<file path="config.mk">
export PLATFORM = sky130hd
export DESIGN_NAME = i2c_irq_vector
export DESIGN_NICKNAME = d
export VERILOG_FILES = /design/src/rtl/i2c_irqv_pkg.sv /design/src/rtl/irqv_flag_bank.sv /design/src/rtl/irqv_prio_enc.sv /design/src/rtl/irqv_regfile.sv /design/src/rtl/i2c_irq_vector.sv
export SDC_FILE = /design/constraint.sdc
export NUM_CORES = 1
export LEC_CHECK = 0
export BUFFER_PORTS_ARGS = -buffer_cell sky130_fd_sc_hd__buf_2
export CORE_MARGIN = 10
export CORE_UTILIZATION = 44
export DETAILED_ROUTE_END_ITERATION = 10
export GPL_ROUTABILITY_DRIVEN = 0
export PLACE_DENSITY_LB_ADDON = 0.12
export SLEW_MARGIN = 20
export SYNTH_ARGS = -nofsm -noshare
export SYNTH_HDL_FRONTEND = slang
export SYNTH_SLANG_ARGS = --single-unit
export TNS_END_PERCENT = 20
</file>
<file path="constraint.sdc">
create_clock -name clk -period 1.72 [get_ports clk]
set_clock_uncertainty 0.15 [all_clocks]
set_input_delay 0.086 -clock clk [delete_from_list [all_inputs] [get_ports clk]]
set_output_delay 0.086 -clock clk [all_outputs]
set_load 0.02 [all_outputs]
</file>
<file path="src/rtl/i2c_irqv_pkg.sv">
package i2c_irqv_pkg;

    localparam int NUM_EVT = 7;
    localparam int CODE_W  = $clog2(NUM_EVT + 1);
    localparam int DATA_W  = 16;
    localparam int ADDR_W  = 2;
    localparam int RSF_BIT = 11;
    localparam int BB_BIT  = 12;

    typedef enum logic [ADDR_W-1:0] {
        ADR_STAT = 2'd0,
        ADR_MASK = 2'd1,
        ADR_VEC  = 2'd2,
        ADR_NONE = 2'd3
    } reg_addr_e;

    typedef struct packed {
        logic wr_stat;
        logic wr_mask;
        logic rd_vec;
    } reg_op_t;

    // lowest set index wins; code is index plus one, 0 when nothing pending
    function automatic logic [CODE_W-1:0] prio_code(input logic [NUM_EVT-1:0] pend);
        logic [CODE_W-1:0] c;
        c = '0;
        for (int i = NUM_EVT - 1; i >= 0; i--) begin
            if (pend[i]) c = CODE_W'(i + 1);
        end
        return c;
    endfunction

    function automatic logic [NUM_EVT-1:0] code_onehot(input logic [CODE_W-1:0] c);
        logic [NUM_EVT-1:0] oh;
        oh = '0;
        for (int i = 0; i < NUM_EVT; i++) begin
            if (c == CODE_W'(i + 1)) oh[i] = 1'b1;
        end
        return oh;
    endfunction

endpackage

</file>
<file path="src/rtl/irqv_flag_bank.sv">
module irqv_flag_bank #(
    parameter int N = 7
) (
    input  logic         clk,
    input  logic         rst,
    input  logic [N-1:0] set_pulse,
    input  logic [N-1:0] clr_req,
    output logic [N-1:0] flag_q
);
    for (genvar i = 0; i < N; i++) begin : g_flag
        always_ff @(posedge clk) begin
            if (rst)
                flag_q[i] <= 1'b0;
            else if (set_pulse[i])
                flag_q[i] <= 1'b1;
            else if (clr_req[i])
                flag_q[i] <= 1'b0;
        end
    end
endmodule

</file>
<file path="src/rtl/irqv_prio_enc.sv">
module irqv_prio_enc
    import i2c_irqv_pkg::*;
(
    input  logic [NUM_EVT-1:0] flag_q,
    input  logic [NUM_EVT-1:0] mask_q,
    output logic [CODE_W-1:0]  vec_code,
    output logic [NUM_EVT-1:0] vec_onehot,
    output logic               any_pend
);
    logic [NUM_EVT-1:0] pend;

    always_comb begin
        pend       = flag_q & mask_q;
        vec_code   = prio_code(pend);
        vec_onehot = code_onehot(vec_code);
        any_pend   = |pend;
    end
endmodule

</file>
<file path="src/rtl/irqv_regfile.sv">
module irqv_regfile
    import i2c_irqv_pkg::*;
(
    input  logic               clk,
    input  logic               rst,
    input  logic [ADDR_W-1:0]  addr,
    input  logic               wr_en,
    input  logic               rd_en,
    input  logic [DATA_W-1:0]  wdata,
    input  logic [NUM_EVT-1:0] flag_q,
    input  logic [CODE_W-1:0]  vec_code,
    input  logic [NUM_EVT-1:0] vec_onehot,
    input  logic               bus_busy,
    input  logic               rx_shift_full,
    output logic [NUM_EVT-1:0] mask_q,
    output logic [NUM_EVT-1:0] clr_req,
    output logic               rd_vec,
    output logic [DATA_W-1:0]  rdata
);
    reg_addr_e sel;
    reg_op_t   op;

    always_comb begin
        sel        = reg_addr_e'(addr);
        op.wr_stat = wr_en && (sel == ADR_STAT);
        op.wr_mask = wr_en && (sel == ADR_MASK);
        op.rd_vec  = rd_en && (sel == ADR_VEC);
        rd_vec     = op.rd_vec;
        clr_req    = (op.wr_stat ? wdata[NUM_EVT-1:0] : '0)
                   | (op.rd_vec  ? vec_onehot          : '0);
    end

    always_ff @(posedge clk) begin
        if (rst)
            mask_q <= '0;
        else if (op.wr_mask)
            mask_q <= wdata[NUM_EVT-1:0];
    end

    always_comb begin
        rdata = '0;
        unique case (sel)
            ADR_STAT: begin
                rdata[NUM_EVT-1:0] = flag_q;
                rdata[RSF_BIT]     = rx_shift_full;
                rdata[BB_BIT]      = bus_busy;
            end
            ADR_MASK: rdata[NUM_EVT-1:0] = mask_q;
            ADR_VEC:  rdata[CODE_W-1:0]  = vec_code;
            ADR_NONE: rdata = '0;
            default:  rdata = '0;
        endcase
    end
endmodule

</file>
<file path="src/rtl/i2c_irq_vector.sv">
module i2c_irq_vector
    import i2c_irqv_pkg::*;
(
    input  logic              clk,
    input  logic              rst,
    input  logic [ADDR_W-1:0] addr,
    input  logic              wr_en,
    input  logic              rd_en,
    input  logic [DATA_W-1:0] wdata,
    output logic [DATA_W-1:0] rdata,
    input  logic [NUM_EVT-1:0] evt_pulse,
    input  logic              bus_busy,
    input  logic              rx_shift_full,
    output logic              irq
);
    logic [NUM_EVT-1:0] flag_q;
    logic [NUM_EVT-1:0] mask_q;
    logic [NUM_EVT-1:0] clr_req;
    logic [NUM_EVT-1:0] vec_onehot;
    logic [CODE_W-1:0]  vec_code;
    logic               any_pend;
    logic               rd_vec;

    irqv_flag_bank #(.N(NUM_EVT)) u_flags (
        .clk       (clk),
        .rst       (rst),
        .set_pulse (evt_pulse),
        .clr_req   (clr_req),
        .flag_q    (flag_q)
    );

    irqv_prio_enc u_enc (
        .flag_q     (flag_q),
        .mask_q     (mask_q),
        .vec_code   (vec_code),
        .vec_onehot (vec_onehot),
        .any_pend   (any_pend)
    );

    irqv_regfile u_regs (
        .clk           (clk),
        .rst           (rst),
        .addr          (addr),
        .wr_en         (wr_en),
        .rd_en         (rd_en),
        .wdata         (wdata),
        .flag_q        (flag_q),
        .vec_code      (vec_code),
        .vec_onehot    (vec_onehot),
        .bus_busy      (bus_busy),
        .rx_shift_full (rx_shift_full),
        .mask_q        (mask_q),
        .clr_req       (clr_req),
        .rd_vec        (rd_vec),
        .rdata         (rdata)
    );

    assign irq = any_pend;
endmodule

</file>
# ---- Word level (Yosys, flattened, before mapping)
# Cells that the tools add are included.
dict set report op_classes {
  n_eq_ne 10
  mux 33
  bitwise 2
  reduce_logical 12
}
# op count
set op_table {}
lappend op_table {{2-to-1 mux 1 bit} 21}
lappend op_table {{2-to-1 mux 3 bit} 7}
lappend op_table {{2-to-1 mux 7 bit} 2}
lappend op_table {{nonzero test 2 bit} 7}
lappend op_table {{equality test 3 bit (second input constant)} 4}
lappend op_table {{case mux 3 bit (4 select lines)} 1}
lappend op_table {{case mux 4 bit (2 select lines)} 1}
lappend op_table {{AND 7 bit} 1}
lappend op_table {{OR 7 bit} 1}
lappend op_table {{OR reduction 7 bit} 1}
lappend op_table {{equality test 3 x 2 -> 1 bit (second input constant)} 2}
lappend op_table {{equality test 2 bit (second input constant)} 2}
lappend op_table {{equality test 3 x 1 -> 1 bit (second input constant)} 1}
lappend op_table {{logical AND 1 bit} 3}
lappend op_table {{equality test 2 x 1 -> 1 bit (second input constant)} 1}
lappend op_table {{zero test 2 bit} 1}
lappend op_table {{2-to-1 mux 2 bit} 1}
dict set report word_totals {
  reg_bits 14
  in_bits 31
  output_inout_bits 17
  elab_cells 65
}

# ---- Longest topological paths before layout
dict set report logic_depth {
  ltp_word 14
  mapped_depth 5
  depth_no_buf 4
}

# ---- Modules after synthesis
# Synthesis repeated with hierarchy kept, for this count alone.
dict set report hier_totals {
  hier_cells 138
  hier_area_um2 1144.8
}
# mod instances cells_each area_per_inst_um2 seq_area_each_um2
set modules_own_cells {}
lappend modules_own_cells {irqv_regfile 1 84 683.2 140.1}
lappend modules_own_cells {irqv_flag_bank 1 28 297.8 140.1}
lappend modules_own_cells {irqv_prio_enc 1 26 163.9 0.0}

# ---- Least setup slack after synthesis
# Ideal clock, no wire load.
dict set report synth_path {
  kind {flip-flop to output port}
  start {reg u_flags.flag_q[0]}
  end {out rdata[2]}
  arrival_time_ps 1232
  setup_slack_ps 252
  path_stages_with_launch 4
  path_buffers 0
  cell_sequence {dfxtp_1 > nand2_1 > nand3b_1 > o32ai_1}
}
dict set report synth_between {
  elab_chain_len 3
}
# element line
set synth_lines {}
lappend synth_lines {{from (decl)} irqv_flag_bank.sv:8} ;# output logic [N-1:0] flag_q
lappend synth_lines {{from (signal, indexed assignment)} irqv_flag_bank.sv:13} ;# flag_q[i] <= 1'b0;
lappend synth_lines {{from (signal, indexed assignment)} irqv_flag_bank.sv:15} ;# flag_q[i] <= 1'b1;
lappend synth_lines {{from (signal, indexed assignment)} irqv_flag_bank.sv:17} ;# flag_q[i] <= 1'b0;
lappend synth_lines {{AND 7 bit} irqv_prio_enc.sv:13} ;# pend = flag_q & mask_q;
lappend synth_lines {{2-to-1 mux 3 bit} i2c_irqv_pkg.sv:28} ;# if (pend[i]) c = CODE_W'(i + 1);
lappend synth_lines {{case mux 3 bit (4 select lines)} irqv_regfile.sv:42} ;# unique case (sel)
lappend synth_lines {{to (decl)} i2c_irq_vector.sv:10} ;# output logic [DATA_W-1:0] rdata,
# No other way between the ends.

# ---- Worst setup path after layout
dict set report layout_path {
  start {reg u_regs.mask_q[2]}
  end {out rdata[0]}
}
dict set report layout_between {
  elab_chain_len 5
}
# element line
set layout_lines {}
lappend layout_lines {{from (decl)} irqv_regfile.sv:15} ;# output logic [NUM_EVT-1:0] mask_q,
lappend layout_lines {{from (signal assigned)} irqv_regfile.sv:37} ;# mask_q <= wdata[NUM_EVT-1:0];
lappend layout_lines {{AND 7 bit} irqv_prio_enc.sv:13}
lappend layout_lines {{2-to-1 mux 3 bit (3 in series)} i2c_irqv_pkg.sv:28}
lappend layout_lines {{case mux 3 bit (4 select lines)} irqv_regfile.sv:42}
# No other way between the ends.

==> summary.txt <==
status -> finished with violations
failing checks -> negative setup slack
Syn Inst Count -> 119
design area -> 1404 µm²
Synth Register Bits -> 14
sequential area share after synthesis -> 29.99%
Post-synth EDFFs -> 0
power per cell area -> 549.0 nW/µm²
max incr delay on CP -> 370 ps
fill count -> 167
met2 Track Usage GR -> 23.92%
crit end category -> output pin
layout cell share with drive strength beyond 1 -> 33.33%
area delta synth->final -> 50.20%
vias in the first global route -> 1108
boundary pin count -> 48
starting density of the core -> 47.16%
P_leak -> 0.5702 nW
via count -> 1117
DR WL/cell -> 15.92 µm
reg2reg start -> u_regs.mask_q[0]
Slew Viols, Final -> 0
post-synth cell types -> 35
Main synth FF type -> dfxtp_1
Clock Pin Slew Worst Setup and Hold Paths -> 90 ps
synth warn -> 0
register area -> 291.5 µm²
H-tree Lvls -> 1
final setup margin -> -29.04 ps
Max IR drop VDD -> 438.1 µV
Die Area -> 4368 µm²
ys async rst share -> 0%
leading cell type in the layout, fill and taps excluded -> buf_2
setup TNS -> -29.04 ps
Die Y -> 66.09 µm
Fmax -> 571.7 MHz
GRT met1 Usage -> 17.77%
crit path max fanout -> 3
first-pass GRT wire length -> 5.175 mm
clk root buf -> clkbuf_4
clock sink total -> 14
cell area after synthesis -> 934.6 µm²
Tot GR Track Use -> 14.45%
crit start category -> flip-flop
post-layout min period -> 1749 ps
width of the chip -> 66.09 µm
# DRC -> 0
busiest layer in global routing -> met2
pin count of the biggest net entering global routing -> 15
Detailed Route WL -> 3.199 mm
Antenna Violating Nets Remaining -> 0
CP startpoint -> u_regs.mask_q[2]
CP Data Required Time -> 1480 ps
Arr. time, crit path -> 1510 ps
final core occ -> 70.83%
# diodes -> 0
Mapped Avg Cell Area -> 7.854 µm²
critical path class -> reg2out
port bufs -> 31
area of the core -> 1982 µm²
DR iter-0 viols -> 30
TritonRoute pass-1 iters -> 4
CTS max path bufs -> 2
Hold Crit Class -> in2reg
vias per std cell -> 5.557
worst hold margin -> 17.20 ps
overflow left after global routing -> 0
DPL Wire Length -> 2.170 mm
Max Cap Viol -> 0
hold path start -> evt_pulse[5]
RSZ-0062 raised after global routing -> true
final setup vio count -> 1
worst-path cell chain -> a22o_1 -> a31o_1 -> a31oi_1 -> o21ai_1 -> buf_4
met3 usage in global routing -> 3.559%
fin crit share -> 101.7%
initial antenna violation count -> 0
Final #Nets -> 207
CTS Buf Count -> 3
pre-CTS setup slack -> 226.5 ps
Final Hold Viols -> 0
clock latency on the worst-skew pair -> 280 ps
Cell Area, Placed -> 1092 µm²
area of the multi-input gates -> 625.6 µm²
CTS tree -> done
most frequent cells in the layout -> buf_2, dlygate4sd3_1, nand2_1
Crit-path slowest cell -> dfxtp_4
site row count -> 16
## synth_stat cells (2+ instances only)
cell type / n / share of area [%]
a211oi_1: 2 / 1.6
a21oi_1: 12 / 6.4
a22o_1: 4 / 3.7
a31oi_1: 4 / 2.7
buf_2: 4 / 2.1
buf_4: 7 / 5.6
dfxtp_1: 14 / 30
mux2i_1: 6 / 6.4
nand2_1: 18 / 7.2
nand3_1: 8 / 4.3
nand4_1: 2 / 1.3
nor2_1: 8 / 3.2
nor2b_1: 4 / 2.7
nor3_1: 3 / 1.6
nor3b_1: 2 / 1.6
o21ai_0: 2 / 1.1
## layer usage
layer  up-vias  routed length (µm)  share of wire, %
met5         -                   0                 0
met4         0                  31              0.97
met3         4                 223               7.0
met2        45                1549                48
met1       531                1396                44
li1        537                   -                 -
## worst max-delay path, delay by kind of cell, from the launching register on
family / cells / cell delay [ps]
buffers and inverters: 1 / 170
flip-flops: 1 / 370
AO/OA/AOI/OAI: 4 / 690
## through the flow
stage,cells,total power [mW]
final,201,0.7707
after global routing,201,0.8040
after CTS,199,0.7543
after detailed placement,174,0.5344
after global placement,174,0.5311
after floorplan,125,0.4833
## final cells by class
class	instances	area share, %
Timing Repair Buffer	58	30.66
Clock buffer	3	1.604
Sequential cell	14	20.77
Multi-Input combinational cell	99	44.56
Tap cell	27	2.406
## report_power, final
group	internal [mW]	switching, mW	leakage (nW)
Combinational	0.101	0.114	0.438
Clock	0.0812	0.109	0.0138
Sequential	0.342	0.0229	0.118
Total	0.525	0.246	0.570
## what timing repair did
action / in CTS / in global routing
hold buffers: 21 / 0
endpoints found under the setup margin: 3 / 7
pin swaps: 1 / 2
endpoints found under the hold margin: 13 / 0
resized for setup: 10 / 6
setup buffers: 1 / 2
cloned: 0 / 0
## registers in the layout (all words and copies together) (netlist names)
register        flops
u_regs.mask_q       7
u_flags.flag_q      7
## cells by family after synthesis
group / share of synthesized area [%]
buf+inv: 8.166
compound gates: 23.83
flops: 29.99
mux: 6.426
simple gates: 31.19
other cells: 0.4012
## path summary, 6_finish.rpt
check / to / slack, ps / cells past startpoint
min reg2reg: u_regs.mask_q[4] / 340 / 2
max: rdata[0] / -30 / 5
max reg2reg: u_flags.flag_q[1] / 100 / 5
min: u_flags.flag_q[5] / 20 / 3
Note: power is estimated with default switching activity, not from simulation.
